==> src/rtl/sram_burst_pkg.sv <==
package sram_burst_pkg;

    // Command carried down the pipeline towards its data slot
    typedef enum logic [1:0] {
        OP_IDLE  = 2'd0,
        OP_READ  = 2'd1,
        OP_WRITE = 2'd2
    } op_e;

endpackage

==> src/rtl/sram_burst_ctrl.sv <==
module sram_burst_ctrl
    import sram_burst_pkg::*;
#(
    parameter int ADDR_W     = 6,
    parameter int BYTES      = 2,
    parameter int BURST_BITS = 2
) (
    input  logic              clk,
    input  logic              rst_n,
    input  logic              hold_i,
    input  logic              sleep_i,
    input  logic              ce_n_i,
    input  logic              adv_ld_i,
    input  logic              we_n_i,
    input  logic [BYTES-1:0]  bw_n_i,
    input  logic [ADDR_W-1:0] addr_i,
    output op_e               op_o,
    output logic [ADDR_W-1:0] addr_o,
    output logic [BYTES-1:0]  mask_o
);

    localparam logic [ADDR_W-1:0] LOW_MASK = ADDR_W'((1 << BURST_BITS) - 1);

    typedef struct packed {
        logic                  active;
        logic                  wr;
        logic [ADDR_W-1:0]     base;
        logic [BURST_BITS-1:0] cnt;
    } burst_t;

    burst_t st_d, st_q;

    always_comb begin
        st_d   = st_q;
        op_o   = OP_IDLE;
        addr_o = addr_i;
        mask_o = '0;
        if (!adv_ld_i) begin
            if (ce_n_i) begin
                st_d.active = 1'b0;
            end else begin
                st_d.active = 1'b1;
                st_d.wr     = ~we_n_i;
                st_d.base   = addr_i;
                st_d.cnt    = '0;
                op_o        = we_n_i ? OP_READ : OP_WRITE;
                mask_o      = we_n_i ? '0 : ~bw_n_i;
            end
        end else if (st_q.active) begin
            st_d.cnt = st_q.cnt + BURST_BITS'(1);
            op_o     = st_q.wr ? OP_WRITE : OP_READ;
            addr_o   = (st_q.base & ~LOW_MASK)
                     | ((st_q.base + ADDR_W'(st_d.cnt)) & LOW_MASK);
            mask_o   = st_q.wr ? ~bw_n_i : '0;
        end
        if (sleep_i) begin
            st_d   = '0;
            op_o   = OP_IDLE;
            mask_o = '0;
        end
    end

    always_ff @(posedge clk or negedge rst_n) begin
        if (!rst_n) begin
            st_q <= '0;
        end else if (!hold_i || sleep_i) begin
            st_q <= st_d;
        end
    end


    cont_step_chk: assert property (@(posedge clk) disable iff (!rst_n)
        (!hold_i && !sleep_i && adv_ld_i && st_q.active)
        |=> (st_q.cnt == $past(st_q.cnt) + BURST_BITS'(1)));


    desel_end_chk: assert property (@(posedge clk) disable iff (!rst_n)
        (!hold_i && !sleep_i && ce_n_i && !adv_ld_i) |=> !st_q.active);


    burst_hold_chk: assert property (@(posedge clk) disable iff (!rst_n)
        (hold_i && !sleep_i) |=> $stable(st_q));

endmodule

==> src/rtl/sram_cmd_pipe.sv <==
module sram_cmd_pipe
    import sram_burst_pkg::*;
#(
    parameter int ADDR_W = 6,
    parameter int BYTES  = 2
) (
    input  logic              clk,
    input  logic              rst_n,
    input  logic              hold_i,
    input  logic              sleep_i,
    input  op_e               op_i,
    input  logic [ADDR_W-1:0] addr_i,
    input  logic [BYTES-1:0]  mask_i,
    output op_e               slot_op_o,
    output logic [ADDR_W-1:0] slot_addr_o,
    output logic [BYTES-1:0]  slot_mask_o,
    output logic              commit_o
);

    typedef struct packed {
        op_e               op;
        logic [ADDR_W-1:0] addr;
        logic [BYTES-1:0]  mask;
    } stage_t;

    typedef struct packed {
        stage_t s1;
        stage_t s2;
    } pipe_t;

    pipe_t pipe_d, pipe_q;

    always_comb begin
        pipe_d = pipe_q;
        if (sleep_i) begin
            pipe_d = '0;
        end else if (!hold_i) begin
            pipe_d.s1.op   = op_i;
            pipe_d.s1.addr = addr_i;
            pipe_d.s1.mask = mask_i;
            pipe_d.s2      = pipe_q.s1;
        end
    end

    always_ff @(posedge clk or negedge rst_n) begin
        if (!rst_n) begin
            pipe_q <= '0;
        end else begin
            pipe_q <= pipe_d;
        end
    end

    assign slot_op_o   = pipe_q.s2.op;
    assign slot_addr_o = pipe_q.s2.addr;
    assign slot_mask_o = pipe_q.s2.mask;
    assign commit_o    = !hold_i && !sleep_i && (pipe_q.s2.op == OP_WRITE);


    stall_hold_chk: assert property (@(posedge clk) disable iff (!rst_n)
        (hold_i && !sleep_i) |=> $stable(pipe_q));


    sleep_flush_chk: assert property (@(posedge clk) disable iff (!rst_n)
        sleep_i |=> (pipe_q.s1.op == OP_IDLE && pipe_q.s2.op == OP_IDLE));

endmodule

==> src/rtl/sram_store.sv <==
module sram_store #(
    parameter int ADDR_W = 6,
    parameter int BYTES  = 2,
    parameter int BYTE_W = 8
) (
    input  logic                    clk,
    input  logic                    wr_en_i,
    input  logic [ADDR_W-1:0]       wr_addr_i,
    input  logic [BYTES-1:0]        wr_be_i,
    input  logic [BYTES*BYTE_W-1:0] wr_data_i,
    input  logic [BYTES-1:0]        wr_par_i,
    input  logic [ADDR_W-1:0]       rd_addr_i,
    output logic [BYTES*BYTE_W-1:0] rd_data_o,
    output logic [BYTES-1:0]        rd_par_o
);

    localparam int DEPTH  = 1 << ADDR_W;
    localparam int LANE_W = BYTE_W + 1;

    for (genvar b = 0; b < BYTES; b++) begin : g_lane
        logic [LANE_W-1:0] lane_q [DEPTH];

        always_ff @(posedge clk) begin
            if (wr_en_i && wr_be_i[b]) begin
                lane_q[wr_addr_i] <= {wr_par_i[b], wr_data_i[b*BYTE_W +: BYTE_W]};
            end
        end

        assign rd_data_o[b*BYTE_W +: BYTE_W] = lane_q[rd_addr_i][BYTE_W-1:0];
        assign rd_par_o[b]                   = lane_q[rd_addr_i][BYTE_W];
    end

endmodule

==> src/rtl/sram_sync_burst.sv <==
module sram_sync_burst
    import sram_burst_pkg::*;
#(
    parameter int ADDR_W     = 6,
    parameter int BYTES      = 2,
    parameter int BYTE_W     = 8,
    parameter int BURST_BITS = 2
) (
    input  logic                    clk,
    input  logic                    rst_n,
    input  logic                    clk_en_n,
    input  logic                    sleep,
    input  logic                    ce_n,
    input  logic                    adv_ld,
    input  logic                    we_n,
    input  logic [BYTES-1:0]        bw_n,
    input  logic                    oe_n,
    input  logic [ADDR_W-1:0]       addr,
    input  logic [BYTES*BYTE_W-1:0] wr_data,
    input  logic [BYTES-1:0]        wr_par,
    output logic [BYTES*BYTE_W-1:0] rd_data,
    output logic [BYTES-1:0]        rd_par,
    output logic                    dq_oe
);

    op_e                     cmd_op;
    logic [ADDR_W-1:0]       cmd_addr;
    logic [BYTES-1:0]        cmd_mask;
    op_e                     slot_op;
    logic [ADDR_W-1:0]       slot_addr;
    logic [BYTES-1:0]        slot_mask;
    logic                    commit;
    logic [BYTES*BYTE_W-1:0] arr_data;
    logic [BYTES-1:0]        arr_par;

    sram_burst_ctrl #(
        .ADDR_W     (ADDR_W),
        .BYTES      (BYTES),
        .BURST_BITS (BURST_BITS)
    ) u_ctrl (
        .clk      (clk),
        .rst_n    (rst_n),
        .hold_i   (clk_en_n),
        .sleep_i  (sleep),
        .ce_n_i   (ce_n),
        .adv_ld_i (adv_ld),
        .we_n_i   (we_n),
        .bw_n_i   (bw_n),
        .addr_i   (addr),
        .op_o     (cmd_op),
        .addr_o   (cmd_addr),
        .mask_o   (cmd_mask)
    );

    sram_cmd_pipe #(
        .ADDR_W (ADDR_W),
        .BYTES  (BYTES)
    ) u_pipe (
        .clk         (clk),
        .rst_n       (rst_n),
        .hold_i      (clk_en_n),
        .sleep_i     (sleep),
        .op_i        (cmd_op),
        .addr_i      (cmd_addr),
        .mask_i      (cmd_mask),
        .slot_op_o   (slot_op),
        .slot_addr_o (slot_addr),
        .slot_mask_o (slot_mask),
        .commit_o    (commit)
    );

    sram_store #(
        .ADDR_W (ADDR_W),
        .BYTES  (BYTES),
        .BYTE_W (BYTE_W)
    ) u_store (
        .clk       (clk),
        .wr_en_i   (commit),
        .wr_addr_i (slot_addr),
        .wr_be_i   (slot_mask),
        .wr_data_i (wr_data),
        .wr_par_i  (wr_par),
        .rd_addr_i (slot_addr),
        .rd_data_o (arr_data),
        .rd_par_o  (arr_par)
    );

    // Bus drive: read slot, output enable active, not asleep
    always_comb begin
        dq_oe   = (slot_op == OP_READ) && !oe_n && !sleep;
        rd_data = dq_oe ? arr_data : '0;
        rd_par  = dq_oe ? arr_par : '0;
    end


    read_slot_chk: assert property (@(posedge clk) disable iff (!rst_n)
        (!clk_en_n && !sleep && !adv_ld && !ce_n && we_n) ##1 (!clk_en_n && !sleep)
        |=> (slot_op == OP_READ && slot_addr == $past(addr, 2)));


    write_slot_quiet_chk: assert property (@(posedge clk) disable iff (!rst_n)
        (!clk_en_n && !sleep && !adv_ld && !ce_n && !we_n) ##1 (!clk_en_n && !sleep)
        |=> !dq_oe);

endmodule

==> config.mk <==
export PLATFORM = sky130hd
export DESIGN_NAME = sram_sync_burst
export DESIGN_NICKNAME = d
export VERILOG_FILES = /design/src/rtl/sram_burst_pkg.sv /design/src/rtl/sram_burst_ctrl.sv /design/src/rtl/sram_cmd_pipe.sv /design/src/rtl/sram_store.sv /design/src/rtl/sram_sync_burst.sv
export SDC_FILE = /design/constraint.sdc
export NUM_CORES = 1
export LEC_CHECK = 0
export ABC_AREA = 0
export BUFFER_PORTS_ARGS = -buffer_cell sky130_fd_sc_hd__buf_2
export CORE_MARGIN = 1
export CORE_UTILIZATION = 56
export CTS_CLUSTER_DIAMETER = 40
export CTS_CLUSTER_SIZE = 20
export DETAILED_ROUTE_END_ITERATION = 8
export PLACE_DENSITY_LB_ADDON = 0.15
export SYNTH_ARGS = -nofsm -noshare
export SYNTH_HDL_FRONTEND = slang
export SYNTH_HIERARCHICAL = 1
export SYNTH_SLANG_ARGS = --single-unit
==> constraint.sdc <==
create_clock -name clk -period 2.94 [get_ports clk]
set_clock_uncertainty 0.2 [all_clocks]
set_input_delay 0.147 -clock clk [delete_from_list [all_inputs] [get_ports clk]]
set_output_delay 0.147 -clock clk [all_outputs]
set_load 0.05 [all_outputs]
* Word-level counts from Yosys, hierarchy flattened
Memory sizes are Yosys's and may differ from the RTL's.
Cells that the tools add are included.
** Cells by class
- Multipliers :: 0
- Divide/modulo/power cells :: 0
- Add/subtract/negate cells :: 2
- Bitwise gates (word level) :: 3
- Multiplexer cells :: 26
- Magnitude comparators :: 0
- Eq/ne operators :: 7
- Shift-type cells :: 0
- Reductions and logical operators :: 13
** Operators with widths (number)
- $mux 20 :: 2
- $mux 2 :: 13
- $mux 16 :: 1
- $mux 6 :: 2
- $mux 10 :: 1
- $mux 9 :: 1
- $mux 8 :: 1
- $logic_and 1x1->1 :: 6
- $ne 3x2->1 const B :: 2
- $or 6x2->6 :: 1
- $reduce_and 3->1 :: 2
- $mux 1 :: 5
- $ne 2x2->1 const B :: 2
- $logic_not 1->1 :: 3
- $add 2x1->2 const B :: 1
- $add 2x2->2 :: 1
- $eq 2x1->1 const B :: 1
- $eq 2x2->1 const B :: 1
- $ne 2x1->1 const B :: 1
- $not 2->2 :: 1
- $reduce_and 2->1 :: 1
- $logic_or 1x1->1 :: 1
- $not 1->1 :: 1
** Storage, ports and cells
- Bits in read-only memories :: 0
- Bits in latches :: 0
- Output and inout port bits :: 19
- Input port bits :: 34
- Word-level logic and storage cells :: 63
- Memories kept :: 2
- Bits in writable memories :: 1152
- Flip-flop bits (word level) :: 30
** Memory list
- u_store.g_lane[0].lane_q :: words 64, width 9, read ports 1, clocked after memory_dff 0, write ports 1, line sram_store.sv:21 : logic [LANE_W-1:0] lane_q [DEPTH];
- u_store.g_lane[1].lane_q :: words 64, width 9, read ports 1, clocked after memory_dff 0, write ports 1, line sram_store.sv:21

* Logic depth before layout (Yosys ltp)
Gate-level depths: netlist (run 1).
- Depth in word-level cells :: 7
- Gate-level depth with buffers :: 11
- Mapped depth without buffers :: 7

* Cells and area by module
The synthesis (run 1) kept the hierarchy.
** Modules (own cells, without submodules)
- sram_store :: times used 1, area each 44525.2 sq um, seq. area each 34593.2 sq um, cells each 1978
- sram_cmd_pipe :: times used 1, area each 918.4 sq um, seq. area each 500.5 sq um, cells each 76
- sram_burst_ctrl :: times used 1, area each 611.8 sq um, seq. area each 250.2 sq um, cells each 71
- sram_sync_burst :: times used 1, area each 170.2 sq um, seq. area each 0.0 sq um, cells each 20

* Least setup slack after synthesis (run 1)
OpenSTA, ideal clock, no wires.
- Kind :: reg-to-output
- Start point :: register u_pipe.pipe_q, in the netlist u_pipe/slot_addr_o[1]
- End point :: output port rd_data[2]
- Arrival :: 2.285 ns
- Slack :: 0.308 ns
- Data required time :: 2.593 ns
- Cell stages (with the launch flop) :: 10
- Cell sequence :: dfrtp_1 buf_4 buf_2 buf_2 clkbuf_1 mux4_2 mux4_2 o21ai_1 o31ai_1 and2_2
** Between the ends
- Longest elaborated chain between the ends :: 2
** RTL lines
- start, declared :: line sram_cmd_pipe.sv:31 : pipe_t pipe_d, pipe_q;
- start signal, assigned :: line sram_cmd_pipe.sv:49 : pipe_q <= pipe_d;
- $mem_v2 64x9
- net arr_data[2] :: line sram_sync_burst.sv:33 : logic [BYTES*BYTE_W-1:0] arr_data;
- $mux 16 :: line sram_sync_burst.sv:91 : rd_data = dq_oe ? arr_data : '0;
- end, declared :: line sram_sync_burst.sv:21 : output logic [BYTES*BYTE_W-1:0] rd_data,
The timed path passes the listed nets, and every way through them passes these cells.

* Final worst setup path (run 1)
- Start point :: register u_pipe.pipe_q, in the netlist u_pipe/slot_addr_o[0]
- End point :: output port rd_data[2]
Same word-level chain as after synthesis.

==> flow_summary_export.csv, run 1 <==
group,metric,value,unit
place,portBuffers,52,
timing,rsz0062_at_grt,"true",
timing,hold_violations,0,
place,pre_cts_slack,-605,ps
clock_network,worstSkewPairLatency,720,ps
detailed_routing,route.detailed.drc,0,
yosys,ys_seq_area_share,76.5,%
place,gp_congestion,0.843,
timing,period_share,129,%
setup_path,crit_fanout,6,
setup_path,cp-startpoint,"u_pipe/slot_addr_o[0]",
setup_path,r2r_cells,13,
setup_path,cp_data_arrival_time,3450,ps
timing,clock.fmax,263,MHz
yosys,synthFlopType,"edfxtp_1",
yosys,ys_ff_latch,1182,
layout,area_growth,23.7,%
yosys,ys_warn_count,6,
setup_path,start_kind,"register",
floorplanning,fp.dieW,289,um
detailed_routing,firstDrtPassIters,7,
yosys,synth_edf_count,1152,
timing,min_period,3800,ps
floorplanning,io_pins,53,
layout,drive_above_1_share,39.8,%
global_routing,track_usage,27.8,%
clock_network,cts_sinks,1182,
layout,nNetsFinal,2701,
yosys,synth.cell_area,0.0462,mm2
floorplanning,dieArea,0.0837,mm2
detailed_routing,routed-via-count,24093,
global_routing,top_usage_layer,"met2",
setup_path,critPathKind,"register to primary output",
place,detailed_place_hpwl,69100,um
pwr,total_power,37300,uW
global_routing,grt_pass1_vias,24824,
global_routing,overflow,0,
detailed_routing,wl,112000,um
detailed_routing,viasPerCell,6.27,
global_routing,grt_util_met3,5.35,%
global_routing,grt_max_degree,65,
layout,final_cell_area,0.0572,mm2
timing,setup_viol,43,
global_routing,grt_pass1_wl,166000,um
run,cap_viol_max_count,0,
global_routing,antenna_found_initial,1,
timing,relSlewSlack,16.9,%
run_status,violations,"negative setup slack",
timing,worst_pin_slew,1250,ps
floorplanning,coreArea,0.0811,mm2
global_routing,met2_usage,44.9,%
pwr,vdd_drop_max,0.737,mV
clock_network,cts_root_buf,"clkbuf_16",
global_routing,grt.met1_usage,38.8,%
setup_path,crit_path_end,"rd_data[2]",
setup_path,endpoint_kind,"primary output",
setup_path,worstReg2RegStart,"u_pipe/slot_addr_o[0]",
clock_network,cts-htree-levels,4,
timing,tns,-14860,ps
pwr,leakagePower,0.0186,uW
setup_path,regToRegEndpoint,"u_store/g_lane[1].lane_q[33][8]",
place,placed_area,0.0501,mm2
clock_network,clockBufferDepth,3,
floorplanning,start_util,57.0,%
run_status,status,"complete, but fails checks",
floorplanning,num_rows,104,
detailed_routing,drt-initial-drc-count,2335,
yosys,syn-num-nets,2180,
yosys,syn_avg_cell_area,21.6,um2
clock_network,cts_tree,"yes",
min_path,hold_path_depth,1,
clock_network,clkTransAtPathRegs,60,ps
yosys,synthArstFlopShare,2.54,%
min_path,min_path_type,"input pin to register",
floorplanning,die_h,289,um
timing,setup_ws,-858,ps
setup_path,worstPathRequired,2590,ps
yosys,ys_types,48,
detailed_routing,routedWlPerCell,29.2,um
detailed_routing,ant_nets,0,
pwr,power_per_cell_area,652,mW/mm2
yosys,synthCells,2145,
clock_network,cts_buffers,141,
timing,slew_violations,0,
setup_path,rrSetupSlack,-60,ps
[worst min-delay path by stage]
stage                          start                              to  slack [ps]
after floorplan                rst_n                  u_ctrl/st_q[0]        -350
after detailed placement       rst_n               u_pipe/pipe_q[19]          20
after CTS                 wr_data[0]  u_store/g_lane[0].lane_q[0][0]          20
final                     wr_data[0]  u_store/g_lane[0].lane_q[3][0]          40
after global placement         rst_n               u_pipe/pipe_q[11]          20
after global routing      wr_data[0]  u_store/g_lane[0].lane_q[3][0]          80
[routing by layer]
layer	vias to the layer above	routed length [um]
met5	-	0
met4	0	2840
met3	189	9200
met2	1096	56100
met1	12760	44100
li1	10048	-
[synth_stat cells, types with 5 or more instances]
| cell type | n | share of area [%] |
|---|---|---|
| mux2_2 | 6 | 0.15 |
| a21oi_1 | 15 | 0.16 |
| nand3b_1 | 10 | 0.16 |
| a31oi_1 | 5 | 0.068 |
| mux2i_1 | 84 | 1.8 |
| nor2_1 | 164 | 1.3 |
| nor2b_1 | 15 | 0.20 |
| o21ai_0 | 17 | 0.18 |
| mux4_2 | 305 | 15 |
| and2_2 | 18 | 0.29 |
| a211oi_1 | 17 | 0.28 |
| o221ai_1 | 18 | 0.34 |
| o21ai_1 | 13 | 0.14 |
| buf_6 | 9 | 0.22 |
| o31ai_1 | 14 | 0.23 |
| inv_1 | 13 | 0.11 |
| edfxtp_1 | 1152 | 75 |
| buf_2 | 38 | 0.41 |
| a221oi_1 | 14 | 0.27 |
| dfrtp_1 | 30 | 1.6 |
| nand2_1 | 40 | 0.32 |
| buf_1 | 11 | 0.089 |
| buf_4 | 29 | 0.47 |
| clkbuf_1 | 40 | 0.32 |
| nand3_1 | 9 | 0.097 |
| a22oi_1 | 17 | 0.28 |
[metrics by stage]
step / util, % / hold WS (ps) / instances
after floorplan: - / -349 / 2145
final: 70.5 / 42.1 / 3844
after detailed placement: 61.8 / 23.3 / 3466
after global routing: 70.5 / 83.1 / 3844
after global placement: 61.8 / 18.3 / 3466
after CTS: 70.2 / 17.6 / 3837
[layout make-up]
class	instances	area, um2
Fill cell	4824	23900
Clock buffer	163	3620
Sequential cell	1182	35400
Multi-Input combinational cell	818	10700
Inverter	15	56.3
Clock inverter	97	1100
Tap cell	1060	1330
Antenna cell	1	2.50
Timing Repair Buffer	508	5030
[registers in the layout (all words and copies together) (netlist names)]
register               cells
u_pipe/slot_op_o           2
u_pipe/slot_addr_o         6
u_store/g_lane.lane_q   1152
u_pipe/slot_mask_o         2
u_pipe/pipe_q             10
u_ctrl/st_q               10
[layout by cell type, fill, tap and decap left out, types with 34 or more instances in the layout]
| master | instances |
|---|---|
| buf_6 | 54 |
| buf_12 | 42 |
| dlygate4sd3_1 | 57 |
| buf_2 | 34 |
| clkbuf_16 | 141 |
| buf_4 | 295 |
| edfxtp_1 | 1152 |
| nand2_1 | 37 |
| mux4_2 | 305 |
| nor2_1 | 153 |
| mux2i_1 | 78 |
[worst max-delay path, stage by stage (launching register included)]
cell,delay (ps)
dfrtp_4,530
buf_12,170
buf_12,140
buf_4,130
buf_6,120
mux4_2,420
mux4_2,530
o21ai_2,160
buf_6,140
o31ai_2,80
and2_4,160
buf_6,140
[where the power goes]
part	switching (uW)	leakage, uW	internal [uW]
combinational	861	0.00555	673
clock	7280	0.00227	9960
sequential	20.7	0.0108	18500
[kinds of logic after synthesis]
| family | Yosys count | share of synthesized area [%] |
|---|---|---|
| compound gates | 138 | 2.06 |
| xor+xnor | 3 | 0.0569 |
| fa+ha+maj | 1 | 0.0271 |
| buf+inv | 145 | 1.71 |
| flops | 1182 | 76.5 |
| mux | 395 | 16.8 |
| simple gates | 281 | 2.86 |
[timing repair]
item	CTS	global route
hold buffers	58	0
buffers inserted	37	7
pin swaps	27	15
endpoints found under the setup margin	60	162
gates resized for setup	191	50
endpoints found under the hold margin	647	0
cloned	17	1
Note: power is estimated with default switching activity, not from simulation.
==> run 2: changes to the inputs <==
Settings changed: PLACE_DENSITY from default to 0.72, PLACE_DENSITY_LB_ADDON 0.15 to default, RECOVER_POWER from default to 100.
==> flow_summary_export.csv, run 2 (synthesis results as in run 1) <==
group,metric,value,unit
run_status,status,"complete, but fails checks",
run_status,violations,"max-capacitance violations, max-slew violations, negative setup slack",
timing,hold_violations,0,
pwr,leakagePower,0.0182,uW
timing,clock.fmax,271,MHz
timing,min_period,3680,ps
clock_network,clkTransAtPathRegs,50,ps
timing,relSlewSlack,-98.2,%
detailed_routing,routed-via-count,24047,
layout,largest_reg_flops,1152,
pwr,intPower,28900,uW
clock_network,worstSkewPairLatency,710,ps
clock_network,cts_tree,"yes",
detailed_routing,ant_nets,0,
layout,final_common_cell,"edfxtp_1",
setup_path,critPathKind,"register to primary output",
clock_network,cts-htree-levels,4,
detailed_routing,firstDrtPassIters,7,
global_routing,grt_pass1_wl,162000,um
pwr,power_per_cell_area,655,mW/mm2
place,gp_congestion,0.856,
global_routing,grt_max_degree,65,
layout,fillCellCount,4672,
pwr,p_sw,7890,uW
detailed_routing,routedWlPerCell,29.4,um
timing,setup_ws,-743,ps
setup_path,worstReg2RegStart,"u_pipe/slot_addr_o[0]",
setup_path,rrSetupSlack,20,ps
layout,reg_top3,"u_store/g_lane.lane_q x1152, u_ctrl/st_q x10, u_pipe/pipe_q x10",
pwr,switching_share,21.4,%
timing,period_share,125,%
pwr,power_frac_clock,45.7,%
detailed_routing,route.detailed.drc,0,
global_routing,overflow,0,
place,detailed_place_hpwl,68000,um
clock_network,cts_root_buf,"clkbuf_16",
clock_network,cts_buffers,132,
setup_path,r2r_cells,9,
floorplanning,io_pins,53,
detailed_routing,wl,112000,um
floorplanning,dieArea,0.0837,mm2
setup_path,worstPathRequired,2590,ps
detailed_routing,drt-initial-drc-count,2934,
floorplanning,start_util,57.0,%
setup_path,cp_data_arrival_time,3340,ps
timing,worst_pin_slew,2970,ps
clock_network,clockBufferDepth,3,
floorplanning,coreArea,0.0811,mm2
timing,slew_violations,357,
detailed_routing,viasPerCell,6.34,
layout,largest_register,"u_store/g_lane.lane_q",
floorplanning,fp.dieW,289,um
place,portBuffers,52,
pwr,vdd_drop_max,0.698,mV
global_routing,antenna_found_initial,1,
place,pre_cts_slack,-302,ps
layout,most-common-layout-cells,"edfxtp_1, mux4_2, buf_4",
floorplanning,die_h,289,um
timing,setup_viol,26,
setup_path,start_kind,"register",
min_path,min_path_type,"input pin to register",
pwr,p_comb_share,4.0,%
clock_network,cts_sinks,1182,
setup_path,regToRegEndpoint,"u_store/g_lane[1].lane_q[42][6]",
setup_path,crit_path_end,"rd_data[12]",
setup_path,cp-startpoint,"u_pipe/slot_addr_o[0]",
layout,nNetsFinal,2662,
global_routing,track_usage,27.2,%
timing,rsz0062_at_grt,"true",
layout,area_growth,21.7,%
setup_path,crit_fanout,8,
run,cap_viol_max_count,8,
layout,antenna_cells,0,
pwr,pwr-share-seq,50.3,%
timing,tns,-15820,ps
setup_path,endpoint_kind,"primary output",
layout,drive_above_1_share,37.9,%
floorplanning,num_rows,104,
global_routing,grt_pass1_vias,24611,
## run 2: what timing repair did
action,4_1_cts,5_1_grt
resized for setup,121,59
setup buffers,19,19
pin swaps,18,18
hold buffers,54,0
endpoints found under the hold margin,499,0
cloned,3,4
endpoints found under the setup margin,18,53
## run 2: metal layers
layer,up-vias,track usage [%],routed length [um]
met4,0,9.88,3630
li1,9934,-,-
met5,-,0,0
met2,1330,45.1,56800
met3,216,6.17,9590
met1,12567,35.6,41500
## run 2: worst max-delay path, cell delays in order (launching register included)
cell and delay [ps]:
dfrtp_4 440, buf_12 190, buf_16 160, mux4_2 530
mux4_2 580, o21ai_2 150, buf_4 130, o31ai_1 70
and2_2 190, buf_6 150
## run 2: power groups by stage
stage               clock network, uW  registers [uW]  logic, uW
global placement                    0           18900       1230
detailed placement                  0           18900       1270
finish                          16800           18500       1460
CTS                             17000           18500       1410
global route                    17700           18500       1530
floorplan                           0           18900        632
## run 2: cell type report
class                           instances  area, um2  share of cell area (%)
Clock buffer                          143       3420                    6.08
Clock inverter                         97       1150                    2.05
Inverter                               15       56.3                   0.100
Multi-Input combinational cell        818      10500                    18.7
Sequential cell                      1182      35400                    62.9
Tap cell                             1060       1330                    2.36
Timing Repair Buffer                  478       4430                    7.88
## run 2: stage by stage
step | hold WS (ps) | util [%] | total power, uW | area [um2] | std cells
after floorplan | -349 | - | 19500 | 46200 | 2145
after global placement | 4.00 | 61.7 | 20100 | 50000 | 3459
after detailed placement | 11.7 | 61.7 | 20100 | 50000 | 3459
after CTS | 5.98 | 68.9 | 37000 | 55900 | 3775
after global routing | 236 | 69.4 | 37700 | 56200 | 3793
final | 259 | 69.4 | 36800 | 56200 | 3793
## run 2: how the worst min path moves through the flow
stage                from                             end  slack [ps]  cells after the start
2_1_floorplan       rst_n                  u_ctrl/st_q[0]        -350                      0
3_3_place_gp        rst_n               u_pipe/pipe_q[10]           4                      1
3_5_place_dp        rst_n           u_pipe/slot_mask_o[1]          10                      1
4_1_cts        wr_data[6]  u_store/g_lane[0].lane_q[9][6]           6                      1
5_1_grt           addr[0]               u_pipe/pipe_q[12]         240                      5
6_report          addr[0]               u_pipe/pipe_q[12]         260                      5
==> run 3: changes to the inputs <==
Clock period 2.94 ns to 4.4 ns, I/O delays scaled along.
==> flow_summary_export.csv, run 3 (synthesis results as in run 1) <==
group,metric,value,unit
pwr,pwr-share-seq,50.9,%
timing,clock.fmax,229,MHz
clock_network,worstSkewPairLatency,740,ps
clock_network,cts_buffers,133,
timing,tns,0,ps
place,gp_congestion,0.814,
timing,rsz0062_at_grt,"false",
floorplanning,num_rows,104,
pwr,leakagePower,0.0164,uW
global_routing,track_usage,26.3,%
run_status,violations,"max-capacitance violations, max-slew violations",
pwr,total_power,24400,uW
place,pre_cts_slack,394,ps
clock_network,clkTransAtPathRegs,60,ps
global_routing,overflow,0,
timing,worst_pin_slew,3060,ps
layout,final_cells,3601,
layout,drive_above_1_share,26.4,%
pwr,vdd_drop_max,0.385,mV
min_path,min_path_type,"input pin to register",
floorplanning,fp.dieW,289,um
layout,reg_top3,"u_store/g_lane.lane_q x1152, u_ctrl/st_q x10, u_pipe/pipe_q x10",
detailed_routing,routed-via-count,23152,
timing,min_period,4370,ps
floorplanning,coreArea,0.0811,mm2
place,detailed_place_hpwl,64600,um
setup_path,start_kind,"register",
place,portBuffers,52,
setup_path,worstPathRequired,3980,ps
layout,largest_reg_flops,1152,
pwr,power_frac_clock,45.8,%
setup_path,crit_fanout,26,
detailed_routing,firstDrtPassIters,7,
clock_network,cts_root_buf,"clkbuf_16",
setup_path,cpPeakStageDelay,990,ps
run,cap_viol_max_count,21,
global_routing,grt_max_degree,65,
timing,hold_violations,0,
pwr,switching_share,21.7,%
detailed_routing,wl,107000,um
timing,relSlewSlack,-104,%
setup_path,cpLargestDelayFamily,"simple AND/OR/NAND/NOR gates",
floorplanning,die_h,289,um
pwr,intPower,19100,uW
place,dp_cells,3300,
detailed_routing,ant_nets,0,
pwr,p_sw,5290,uW
global_routing,grt_pass1_wl,157000,um
clock_network,clockBufferDepth,3,
pwr,power_per_cell_area,458,mW/mm2
detailed_routing,viasPerCell,6.43,
setup_path,path_cells,"buf_12, nor2_1, a22oi_1, o221ai_1, o31ai_1, and2_2, clkbuf_2",
floorplanning,dieArea,0.0837,mm2
global_routing,antenna_found_initial,0,
timing,setup_viol,0,
layout,final_common_cell,"edfxtp_1",
setup_path,slowest_stage,"nor2_1",
layout,antenna_cells,0,
detailed_routing,drt-initial-drc-count,2511,
layout,utilization,65.6,%
clock_network,cts_tree,"yes",
setup_path,cp_data_arrival_time,3950,ps
timing,setup_ws,25.4,ps
setup_path,cp_num_buf_inv,2,
setup_path,critPathKind,"register to primary output",
layout,nNetsFinal,2467,
detailed_routing,routedWlPerCell,29.7,um
detailed_routing,route.detailed.drc,0,
setup_path,endpoint_kind,"primary output",
layout,area_growth,15.1,%
run_status,status,"complete, but fails checks",
floorplanning,io_pins,53,
layout,largest_register,"u_store/g_lane.lane_q",
clock_network,cts-htree-levels,4,
clock_network,cts_sinks,1182,
pwr,p_comb_share,3.3,%
timing,slew_violations,1215,
floorplanning,start_util,57.0,%
layout,most-common-layout-cells,"edfxtp_1, mux4_2, nor2_1",
global_routing,grt_pass1_vias,23800,
timing,period_share,99.4,%
-- run 3: layout make-up --
class	count	area (um2)
timing repair buffer	282	1850
multi-input combinational	818	10100
fill	5187	27900
sequential	1182	35400
clock buffer	148	3390
clock inverter	96	1160
inverter	15	56.3
tap	1060	1330
-- run 3: path summary, 6_finish.rpt --
check,end,slack [ps],cells after the start,from
setup / recovery,rd_data[11],30,7,u_pipe/slot_addr_o[2]
hold / removal,u_pipe/pipe_q[13],230,6,addr[1]
setup reg to reg,u_store/g_lane[0].lane_q[52][4],680,6,u_pipe/slot_addr_o[4]
hold reg to reg,u_pipe/slot_addr_o[2],320,2,u_pipe/pipe_q[14]
max in group asynchronous,u_pipe/slot_addr_o[2],1980,4,rst_n
min in group asynchronous,u_pipe/slot_op_o[0],850,4,rst_n
-- run 3: repair_timing --
action,CTS,global route
endpoints found under the hold margin,245,0
hold buffers,45,0
gates resized for setup,2,0
setup buffers,3,9
setup endpoints to repair,17,10
-- run 3: per-layer routing --
metal  up-vias  part of all wire [%]  global-route usage [%]  routed length, um
met4         0                   3.0                    9.03               3220
li1       9530                     -                       -                  -
met1     12252                    38                    34.8              40200
met5         -                     0                       0                  0
met2      1176                    50                    43.0              53400
met3       194                   9.4                    6.40              10000
-- run 3: tightest hold or removal path, cell delays in order --
cell and delay (ps):
dlygate4sd3_1 520, buf_2 120, nand2_1 50, o21ai_0 70
mux2i_1 70, nor2_1 80
-- run 3: power by group through the flow --
stage	clock (uW)	combinational, uW	sequential (uW)
4_1_cts	11300	803	12400
3_3_place_gp	0	739	12600
3_5_place_dp	0	761	12600
5_1_grt	11700	850	12400
6_report	11200	801	12400
2_1_floorplan	0	422	12600
-- run 3: metrics by stage --
stage	hold WS [ps]	cell area, um2
floorplan	-276	46200
global placement	93.9	48500
detailed placement	91.6	48500
CTS	79.2	53600
global route	260	53200
finish	227	53200
